<file path="src/rtl/sg_pkg.sv">
package sg_pkg;
  typedef enum logic [1:0] {
    OP_PROG = 2'b00,
    OP_SECT = 2'b01,
    OP_BLK  = 2'b10,
    OP_CHIP = 2'b11
  } op_e;

  typedef enum logic [2:0] {
    ST_IDLE,
    ST_PROG,
    ST_ERASE,
    ST_SUSPENDING,
    ST_SUSPENDED,
    ST_SUSP_PROG
  } st_e;

  typedef enum logic [1:0] {
    RM_ARRAY,
    RM_PROG,
    RM_ERASE,
    RM_HIT
  } rmode_e;
endpackage

</file>
<file path="src/rtl/sg_cycle_timer.sv">
module sg_cycle_timer #(
  parameter int unsigned CW = 8
) (
  input  logic          clk_i,
  input  logic          rst_ni,
  input  logic          load_i,
  input  logic [CW-1:0] load_val_i,
  input  logic          run_i,
  output logic          expire_o,
  output logic [CW-1:0] remain_o
);
  logic [CW-1:0] cnt_q;

  always_ff @(posedge clk_i or negedge rst_ni) begin
    if (!rst_ni)                    cnt_q <= '0;
    else if (load_i)                cnt_q <= load_val_i;
    else if (run_i && cnt_q != '0)  cnt_q <= cnt_q - 1'b1;
  end

  assign expire_o = run_i && !load_i && (cnt_q == '0);
  assign remain_o = cnt_q;
endmodule

</file>
<file path="src/rtl/sg_toggle_bank.sv">
module sg_toggle_bank #(
  parameter int unsigned N = 2
) (
  input  logic         clk_i,
  input  logic         rst_ni,
  input  logic         clear_i,
  input  logic [N-1:0] flip_i,
  output logic [N-1:0] q_o
);
  for (genvar g = 0; g < N; g++) begin : g_tog
    logic t_q;
    always_ff @(posedge clk_i or negedge rst_ni) begin
      if (!rst_ni)        t_q <= 1'b0;
      else if (clear_i)   t_q <= 1'b0;
      else if (flip_i[g]) t_q <= ~t_q;
    end
    assign q_o[g] = t_q;
  end
endmodule

</file>
<file path="src/rtl/sg_status_word.sv">
module sg_status_word
  import sg_pkg::*;
#(
  parameter int unsigned DATA_W = 16
) (
  input  rmode_e            mode_i,
  input  logic [DATA_W-1:0] array_i,
  input  logic              pbit7_i,
  input  logic              tog6_i,
  input  logic              tog2_i,
  output logic [DATA_W-1:0] word_o,
  output logic              flip6_o,
  output logic              flip2_o
);
  always_comb begin
    word_o  = array_i;
    flip6_o = 1'b0;
    flip2_o = 1'b0;
    unique case (mode_i)
      RM_PROG: begin
        word_o[7] = ~pbit7_i;
        word_o[6] = tog6_i;
        word_o[2] = tog2_i;
        flip6_o   = 1'b1;
      end
      RM_ERASE: begin
        word_o[7] = 1'b0;
        word_o[6] = tog6_i;
        word_o[2] = tog2_i;
        flip6_o   = 1'b1;
        flip2_o   = 1'b1;
      end
      RM_HIT: begin
        word_o[7] = 1'b1;
        word_o[6] = 1'b1;
        word_o[2] = tog2_i;
        flip2_o   = 1'b1;
      end
      default: ;
    endcase
  end
endmodule

</file>
<file path="src/rtl/flash_status_gen.sv">
module flash_status_gen
  import sg_pkg::*;
#(
  parameter int unsigned DATA_W       = 16,
  parameter int unsigned ADDR_W       = 20,
  parameter int unsigned SECTOR_BITS  = 11,
  parameter int unsigned BLOCK_BITS   = 15,
  parameter int unsigned PROG_CYCLES  = 8,
  parameter int unsigned ERASE_CYCLES = 40,
  parameter int unsigned CHIP_CYCLES  = 60,
  parameter int unsigned SUSP_LAT     = 5,
  parameter int unsigned SUSP_MAX     = 1000
) (
  input  logic              clk_i,
  input  logic              rst_ni,
  input  logic              start_i,
  input  logic [1:0]        op_i,
  input  logic [ADDR_W-1:0] start_addr_i,
  input  logic [DATA_W-1:0] prog_data_i,
  input  logic              suspend_i,
  input  logic              resume_i,
  input  logic              rd_i,
  input  logic [ADDR_W-1:0] rd_addr_i,
  input  logic [DATA_W-1:0] array_data_i,
  output logic [DATA_W-1:0] rd_data_o,
  output logic              busy_o,
  output logic              suspended_o,
  output logic              done_o
);
  localparam int unsigned MAX_A = (PROG_CYCLES > ERASE_CYCLES) ? PROG_CYCLES : ERASE_CYCLES;
  localparam int unsigned MAX_B = (CHIP_CYCLES > SUSP_LAT) ? CHIP_CYCLES : SUSP_LAT;
  localparam int unsigned MAXC  = (MAX_A > MAX_B) ? MAX_A : MAX_B;
  localparam int unsigned CW    = $clog2(MAXC + 1);
  localparam int unsigned RW    = ADDR_W - SECTOR_BITS;
  localparam int unsigned BOFF  = BLOCK_BITS - SECTOR_BITS;
  localparam int unsigned SAW   = $clog2(SUSP_MAX + 1);

  st_e              st_q, st_d;
  op_e              op_q, op_in;
  logic [RW-1:0]    region_q;
  logic             pbit7_q;
  logic [DATA_W-1:0] rd_data_q;
  logic             done_q;

  logic start_idle, start_nested, susp_acc, resume_acc;
  logic prog_load, prog_run, prog_exp;
  logic erase_load, erase_run, erase_exp;
  logic susp_run, susp_exp;
  logic [CW-1:0] prog_val, erase_val, susp_val;
  logic [CW-1:0] prog_remain, erase_remain, susp_remain;
  logic [1:0]    tog_q, tog_flip;
  rmode_e            rmode;
  logic [DATA_W-1:0] word;
  logic              flip6, flip2;
  logic              unused_bits;

  assign op_in       = op_e'(op_i);
  assign unused_bits = ^{prog_data_i, rd_addr_i[SECTOR_BITS-1:0], start_addr_i[SECTOR_BITS-1:0]};

  function automatic logic in_region(input logic [ADDR_W-1:0] a);
    logic [RW-1:0] up;
    up = a[ADDR_W-1:SECTOR_BITS];
    if (op_q == OP_BLK) return up[RW-1:BOFF] == region_q[RW-1:BOFF];
    return up == region_q;
  endfunction

  // job acceptance
  assign start_idle   = (st_q == ST_IDLE) && start_i;
  assign start_nested = (st_q == ST_SUSPENDED) && start_i && (op_in == OP_PROG)
                        && !in_region(start_addr_i);
  assign susp_acc     = (st_q == ST_ERASE) && suspend_i && (op_q != OP_CHIP) && !erase_exp;
  assign resume_acc   = (st_q == ST_SUSPENDED) && resume_i && !start_nested;

  assign prog_load  = (start_idle && op_in == OP_PROG) || start_nested;
  assign prog_val   = CW'(PROG_CYCLES - 1);
  assign prog_run   = (st_q == ST_PROG) || (st_q == ST_SUSP_PROG);
  assign erase_load = start_idle && (op_in != OP_PROG);
  assign erase_val  = (op_in == OP_CHIP) ? CW'(CHIP_CYCLES - 1) : CW'(ERASE_CYCLES - 1);
  assign erase_run  = (st_q == ST_ERASE) || (st_q == ST_SUSPENDING);
  assign susp_val   = CW'(SUSP_LAT - 1);
  assign susp_run   = (st_q == ST_SUSPENDING);

  sg_cycle_timer #(.CW(CW)) u_prog_tmr (
    .clk_i, .rst_ni, .load_i(prog_load), .load_val_i(prog_val), .run_i(prog_run),
    .expire_o(prog_exp), .remain_o(prog_remain)
  );
  sg_cycle_timer #(.CW(CW)) u_erase_tmr (
    .clk_i, .rst_ni, .load_i(erase_load), .load_val_i(erase_val), .run_i(erase_run),
    .expire_o(erase_exp), .remain_o(erase_remain)
  );
  sg_cycle_timer #(.CW(CW)) u_susp_tmr (
    .clk_i, .rst_ni, .load_i(susp_acc), .load_val_i(susp_val), .run_i(susp_run),
    .expire_o(susp_exp), .remain_o(susp_remain)
  );

  always_comb begin
    st_d = st_q;
    unique case (st_q)
      ST_IDLE:       if (start_i) st_d = (op_in == OP_PROG) ? ST_PROG : ST_ERASE;
      ST_PROG:       if (prog_exp) st_d = ST_IDLE;
      ST_ERASE:      if (erase_exp) st_d = ST_IDLE;
                     else if (susp_acc) st_d = ST_SUSPENDING;
      ST_SUSPENDING: if (erase_exp) st_d = ST_IDLE;
                     else if (susp_exp) st_d = ST_SUSPENDED;
      ST_SUSPENDED:  if (start_nested) st_d = ST_SUSP_PROG;
                     else if (resume_acc) st_d = ST_ERASE;
      ST_SUSP_PROG:  if (prog_exp) st_d = ST_SUSPENDED;
      default:       st_d = ST_IDLE;
    endcase
  end

  always_comb begin
    unique case (st_q)
      ST_PROG, ST_SUSP_PROG:   rmode = RM_PROG;
      ST_ERASE, ST_SUSPENDING: rmode = RM_ERASE;
      ST_SUSPENDED:            rmode = in_region(rd_addr_i) ? RM_HIT : RM_ARRAY;
      default:                 rmode = RM_ARRAY;
    endcase
  end

  sg_status_word #(.DATA_W(DATA_W)) u_word (
    .mode_i(rmode), .array_i(array_data_i), .pbit7_i(pbit7_q),
    .tog6_i(tog_q[1]), .tog2_i(tog_q[0]),
    .word_o(word), .flip6_o(flip6), .flip2_o(flip2)
  );

  assign tog_flip = {rd_i && flip6, rd_i && flip2};

  sg_toggle_bank #(.N(2)) u_tog (
    .clk_i, .rst_ni, .clear_i(start_idle || start_nested), .flip_i(tog_flip), .q_o(tog_q)
  );

  always_ff @(posedge clk_i or negedge rst_ni) begin
    if (!rst_ni) begin
      st_q      <= ST_IDLE;
      op_q      <= OP_PROG;
      region_q  <= '0;
      pbit7_q   <= 1'b0;
      rd_data_q <= '0;
      done_q    <= 1'b0;
    end else begin
      st_q   <= st_d;
      done_q <= prog_exp || erase_exp;
      if (start_idle) begin
        op_q     <= op_in;
        region_q <= start_addr_i[ADDR_W-1:SECTOR_BITS];
      end
      if (prog_load) pbit7_q <= prog_data_i[7];
      if (rd_i) rd_data_q <= word;
    end
  end

  assign rd_data_o   = rd_data_q;
  assign done_o      = done_q;
  assign busy_o      = (st_q != ST_IDLE);
  assign suspended_o = (st_q == ST_SUSPENDED) || (st_q == ST_SUSP_PROG);

  // checker: cycles spent entering suspend
  logic [SAW-1:0] susp_age_q;
  always_ff @(posedge clk_i or negedge rst_ni) begin
    if (!rst_ni)                           susp_age_q <= '0;
    else if (st_q != ST_SUSPENDING)        susp_age_q <= '0;
    else if (susp_age_q != {SAW{1'b1}})    susp_age_q <= susp_age_q + 1'b1;
  end

  assert_done_single_R7: assert property (@(posedge clk_i) disable iff (!rst_ni)
    done_o |=> !done_o);
  assert_start_busy_R7: assert property (@(posedge clk_i) disable iff (!rst_ni)
    (st_q == ST_IDLE && start_i) |=> busy_o);
  assert_idle_read_R2: assert property (@(posedge clk_i) disable iff (!rst_ni)
    (rd_i && st_q == ST_IDLE) |=> rd_data_o == $past(array_data_i));
  assert_prog_poll_R3: assert property (@(posedge clk_i) disable iff (!rst_ni)
    (rd_i && st_q == ST_PROG) |=> rd_data_o[7] == ~$past(pbit7_q));
  assert_erase_poll_R6: assert property (@(posedge clk_i) disable iff (!rst_ni)
    (rd_i && st_q == ST_ERASE) |=> rd_data_o[7] == 1'b0);
  assert_hit_pair_R10: assert property (@(posedge clk_i) disable iff (!rst_ni)
    (rd_i && st_q == ST_SUSPENDED && in_region(rd_addr_i)) |=> rd_data_o[7:6] == 2'b11);
  assert_ignore_start_R8: assert property (@(posedge clk_i) disable iff (!rst_ni)
    (st_q == ST_PROG && start_i) |=> $stable(pbit7_q));
  assert_frozen_erase_R12: assert property (@(posedge clk_i) disable iff (!rst_ni)
    (st_q == ST_SUSPENDED || st_q == ST_SUSP_PROG) |=> erase_remain == $past(erase_remain));
  assert_idle_prog_tmr_R11: assert property (@(posedge clk_i) disable iff (!rst_ni)
    (st_q == ST_SUSPENDED && !start_nested) |=> prog_remain == $past(prog_remain));
  assert_susp_window_R9: assert property (@(posedge clk_i) disable iff (!rst_ni)
    (st_q == ST_SUSPENDING) |-> susp_remain < CW'(SUSP_LAT));
  assert_susp_bound_R9: assert property (@(posedge clk_i) disable iff (!rst_ni)
    susp_age_q < SAW'(SUSP_MAX));
endmodule

</file>
<file path="config.mk">
export PLATFORM = sky130hd
export DESIGN_NAME = flash_status_gen
export DESIGN_NICKNAME = d
export VERILOG_FILES = /design/src/rtl/sg_pkg.sv /design/src/rtl/sg_cycle_timer.sv /design/src/rtl/sg_toggle_bank.sv /design/src/rtl/sg_status_word.sv /design/src/rtl/flash_status_gen.sv
export SDC_FILE = /design/constraint.sdc
export NUM_CORES = 1
export LEC_CHECK = 0
export BUFFER_PORTS_ARGS = -buffer_cell sky130_fd_sc_hd__buf_2
export CAP_MARGIN = 20
export CORE_AREA = 2 2 85 87
export DETAILED_ROUTE_END_ITERATION = 8
export DIE_AREA = 0 0 87 89
export PLACE_DENSITY = 0.65
export SYNTH_ARGS = -nofsm -noshare
export SYNTH_HDL_FRONTEND = slang
export SYNTH_SLANG_ARGS = --single-unit
</file>
<file path="constraint.sdc">
create_clock -name clk_i -period 3.8 [get_ports clk_i]
set_input_delay 0.19 -clock clk_i [delete_from_list [all_inputs] [get_ports clk_i]]
set_output_delay 0.19 -clock clk_i [all_outputs]
set_load 0.02 [all_outputs]
</file>
---- Yosys cells after proc, flatten, opt, wreduce, memory -nomap -nowiden ----
Index checks and enable logic that the tools add are counted.
word-level totals
  register bits after elaboration ......... 52
  input port bits ......................... 80
  output and inout bits ................... 19
  logic and storage cells ................. 128
operators by class
  $add $sub $neg .......................... 3
  equal/unequal tests ..................... 21
  muxes and demuxes ....................... 35
  bitwise operators ....................... 3
  reductions and logical operators ........ 55
operators by type and width
  cell                   number
  $mux W6                6
  $mux W3                9
  $logic_and A1 B1 Y1    22
  $eq A9 B9 Y1           2
  $logic_not A6 Y1       3
  $pmux W3 S6            1
  $reduce_bool A6 Y1     3
  $sub A6 B1 Y6 const B  3
  $mux W1                14
  $pmux W2 S3            2
  $reduce_bool A2 Y1     6
  $eq A5 B5 Y1           2
  $eq A2 B2 Y1 const B   4
  $ne A2 B2 Y1 const B   4
  $reduce_or A2 Y1       4
  $eq A3 B2 Y1 const B   2
  $eq A3 B3 Y1 const B   2
  $logic_not A1 Y1       6
  $logic_or A1 B1 Y1     6
  $ne A3 B3 Y1 const B   2
  $reduce_and A6 Y1      1
  $mux W5                1
  $mux W2                2
  $eq A3 B1 Y1 const B   1
  other kinds (7)        9

---- Logic depth before layout (Yosys ltp) ----
  word-level depth ........................ 14
  depth in mapped cells ................... 7
  mapped depth without buffers ............ 7

---- Cells and area by module ----
Synthesis repeated with hierarchy kept, for this count alone.
second synthesis, totals
  cells, all modules ...................... 316
  area, all modules ....................... 3189.3 µm²
modules (own cells, without submodules)
  module            instances  cells each  area each (µm²)  seq. area each (µm²)
  flash_status_gen  1          136         1624.1           800.8
  sg_cycle_timer    3          48          420.4            150.1
  sg_status_word    1          28          214.0            0.0
  sg_toggle_bank    1          8           90.1             50.0

---- Worst setup path before layout ----
OpenSTA, ideal clock, no wires.
  path kind ............................... register to register
  from .................................... register st_q[2]
  to ...................................... register op_q[0]
  data arrival time ....................... 1860 ps
  data required time ...................... 3675 ps
  slack ................................... 1816 ps
  cell stages (with the launch flop) ...... 6
  path buffers ............................ 2
  period minus slack after synthesis ...... 1984 ps
  path through ............................ dfrtp_1 -> buf_2 -> or3_1 -> nor2_1 -> buf_2 -> mux2_2
on the way
  word-level cells in the longest chain between the ends .. 2
RTL lines
  item                    line                     text
  from (decl)             flash_status_gen.sv:38   st_e st_q, st_d;
  from (signal assigned)  flash_status_gen.sv:142  st_q <= st_d;
  $logic_not A3 Y1        flash_status_gen.sv:68   assign start_idle = (st_q == ST_IDLE) && start_i;
  $logic_and A1 B1 Y1     flash_status_gen.sv:68
  to (signal assigned)    flash_status_gen.sv:145  op_q <= op_in;
  to (decl)               flash_status_gen.sv:39   op_e op_q, op_in;
Every way passes these cells.
A chain may end at the register's enable or synchronous reset.

---- Worst setup path in the final report ----
  from .................................... register region_q[2]
  to ...................................... register pbit7_q
on the way
  word-level cells in the longest chain between the ends .. 5
RTL lines
  item                    line                     text
  from (decl)             flash_status_gen.sv:40   logic [RW-1:0] region_q;
  from (signal assigned)  flash_status_gen.sv:146  region_q <= start_addr_i[ADDR_W-1:SECTOR_BITS];
  $eq A9 B9 Y1            flash_status_gen.sv:64   return up == region_q;
  $mux W1                 flash_status_gen.sv:64
  $logic_not A1 Y1        flash_status_gen.sv:70   && !in_region(start_addr_i);
  $logic_and A1 B1 Y1     flash_status_gen.sv:70
  $logic_or A1 B1 Y1      flash_status_gen.sv:74   assign prog_load = (start_idle && op_in == OP_PROG) || start_nested;
  to (signal assigned)    flash_status_gen.sv:148  if (prog_load) pbit7_q <= prog_data_i[7];
  to (decl)               flash_status_gen.sv:41   logic pbit7_q;
Every way passes these cells.

==> metrics.cfg <==
[pwr]
combPwrFrac_pct = 13.8
pwr-share-clk_pct = 30.7
power_frac_seq_pct = 55.4
powerDensity_nw_per_um2 = 344
ir_drop_mv = 0.205
p_sw_mw = 0.303
leakagePower_nw = 1.44
p_sw_share_pct = 27.7
p_int_mw = 0.789

[synthesis]
synth_cell_type_count = 45
synth_most_common_cell = dfrtp_1
synth_area_um2 = 2680
yosys.area.top_type_share_pct = 48.6
synth_edf_count = 0
ys_async_sr_fraction_pct = 100
syn_nets = 330
syn_avg_cell_area_um2 = 11.0
yosys-top-cells-count = 52 x dfrtp_1, 24 x mux2_2, 21 x xor2_1, 20 x nor2_1, 13 x xnor2_1
synthCells = 244
yosys-top-cells-area = dfrtp_1 49%, mux2_2 10%, xor2_1 6.9%
ys.flop_type = dfrtp_1
synth-seq-area-share_pct = 48.6
ys_warn_count = 0
synth_largest_area_cell = dfrtp_1
ys_seq_elements = 52

[global_routing]
grt_max_degree = 53
grt.overflow.total = 0
grt_pass1_wl_um = 8940
grt_use_total_pct = 14.6
grt_pass1_vias = 1941
antenna_found_initial = 0

[cells_and_area]
drive_gt1_share_pct = 31.9
nNetsFinal = 395
final_cell_area_um2 = 3170
area_growth_pct = 18.4
n_antenna_cell = 0

[floorplan]
io_pins = 99
die_area_um2 = 7740
rows = 30
dieWidth_um = 87
initial_utilization_pct = 39.9
coreArea_um2 = 6720
fp.dieH_um = 89

[hold_path]
hp-class = primary input to async pin

[routing]
drc = 0
drtIter0Drc = 96
dr.pass1.iters = 4
antenna_left = 0
wirelength_um = 5280
vias_per_cell = 5.11
post_drt_wl_per_cell_um = 13.5
vias = 1991

[placement]
port-buffer-count = 61
dp_hpwl_um = 3890
routabilityCongestion = 0.743
place_area_um2 = 3080

[clock_network]
cts.hold.buffers_added = 0
cts_tree = yes
clkTransAtPathRegs_ns = 0.10
cts_buffers = 5
cts_sinks = 52
clk_latency_ns = 0.32
cts_buffer_depth = 2
htreeDepth = 2
cts_resized = 0
cts_setup_buffers = 0
root_buffer = clkbuf_8

[timing]
worst_pin_slew_ns = 0.671
max_freq_mhz = 464
clock_skew_ns = 0.0118
rsz0062_at_grt = no
fin_crit_sh_pct = 56.7
finalHoldViolCount = 15
finalSetupViolations = 0
maxSlewHeadroom_pct = 55.3
drv_slew = 0
period_needed_ns = 2.16
fin_tns_setup_ns = 0
timing.hold.ws_ns = -0.0123

[worst_setup_path]
cp.buffers_inverters = 0
worstPathCellList = xor2_1, o41a_1, nor4_2, a21oi_2, mux2_1
critPathArrivalTime_ns = 2.36
worstSetupPathType = flip-flop to flip-flop
critPathCaptureType = flip-flop
critPathMaxFanout = 7
critPathTopFamily = compound AO/OA/AOI/OAI gates
slowest_stage = o41a_1
start_kind = flip-flop
slowest_delay_ns = 0.46
worstPathRequired_ns = 4.00

[outcome]
status = complete, but fails checks
violations = negative hold slack

[flow_run]
cap_violations = 0

[power by group through the flow]
| stage | Clock [mW] | Combinational [mW] | Sequential, mW |
|---|---|---|---|
| global route | 0.370 | 0.168 | 0.611 |
| floorplan | 0 | 0.0609 | 0.640 |
| CTS | 0.347 | 0.155 | 0.606 |
| finish | 0.336 | 0.151 | 0.605 |
| global placement | 0 | 0.152 | 0.615 |
| detailed placement | 0 | 0.154 | 0.617 |
[placed cells by master, fill, tap and decap left out, types with 4 or more instances in the layout]
master | netlist | final
buf_2 | 3 | 61
dfrtp_1 | 52 | 52
mux2_2 | 24 | 24
xor2_1 | 21 | 21
nor2_1 | 20 | 20
xnor2_1 | 13 | 13
inv_1 | 12 | 12
nand2_1 | 11 | 11
nand2b_1 | 8 | 8
nand3_1 | 8 | 8
a21oi_1 | 6 | 6
o21ai_0 | 6 | 6
ha_1 | 6 | 6
nor4_1 | 5 | 5
clkbuf_8 | 0 | 5
or3_1 | 4 | 4
nor3_1 | 4 | 4
[sequential cells by signal (all words and copies together), names as in the netlist]
signal,cells
pbit7_q,1
op_q,2
u_susp_tmr.remain_o,6
done_o,1
u_prog_tmr.remain_o,6
region_q,9
u_erase_tmr.remain_o,6
u_tog.g_tog.t_q,2
rd_data_o,16
st_q,3
[kinds of logic (layout without fill, tap and decap cells)]
logic type / Yosys count / in the layout / share of synthesized area, %
buffers and inverters: 17 / 83 / 2.52
AO/OA/AOI/OAI: 37 / 37 / 10.2
adder cells (fa/ha/maj): 6 / 6 / 2.80
XOR/XNOR: 34 / 34 / 11.1
AND/OR/NAND/NOR: 72 / 72 / 13.9
multiplexers: 26 / 26 / 10.9
flip-flops: 52 / 52 / 48.6
[per-layer routing]
metal | vias up | GRT usage (%) | part of all wire, %
li1 | 991 | - | -
met1 | 958 | 18.5 | 47
met2 | 36 | 25.3 | 47
met3 | 6 | 3.23 | 4.1
met4 | 0 | 4.26 | 1.2
met5 | - | 0 | 0
[worst paths after layout]
check                           slack, ns  depth (start not counted)                      end      startpoint
worst max register to register       1.64                          5                  pbit7_q     region_q[2]
worst max-delay path                 1.64                          5                  pbit7_q     region_q[2]
min in group clk_i                   0.09                          2                  pbit7_q  prog_data_i[7]
worst min-delay path                -0.01                          2  u_erase_tmr.remain_o[5]          rst_ni
max in group asynchronous            3.36                          2              region_q[5]          rst_ni
worst min register to register       0.51                          1                  pbit7_q         pbit7_q
[area by class of cell]
| class | count | area, µm² |
|---|---|---|
| inverter | 12 | 45.0 |
| timing repair buffer | 63 | 320 |
| fill | 628 | 3550 |
| clock inverter | 3 | 25.0 |
| tap | 80 | 100 |
| sequential | 52 | 1300 |
| clock buffer | 5 | 68.8 |
| multi-input combinational | 175 | 1310 |
[stage by stage]
stage	hold WS, ns	instances	power [mW]	util (%)	setup slack (ns)
after floorplan	-0.106	244	0.700	-	1.82
after global routing	0.0414	390	1.15	47.2	1.50
after CTS	0.00905	390	1.11	47.2	1.64
final	-0.0123	390	1.09	47.2	1.64
after global placement	0.357	382	0.768	45.8	1.67
after detailed placement	0.357	382	0.771	45.8	1.66
Power figures use the tool's default switching activity.
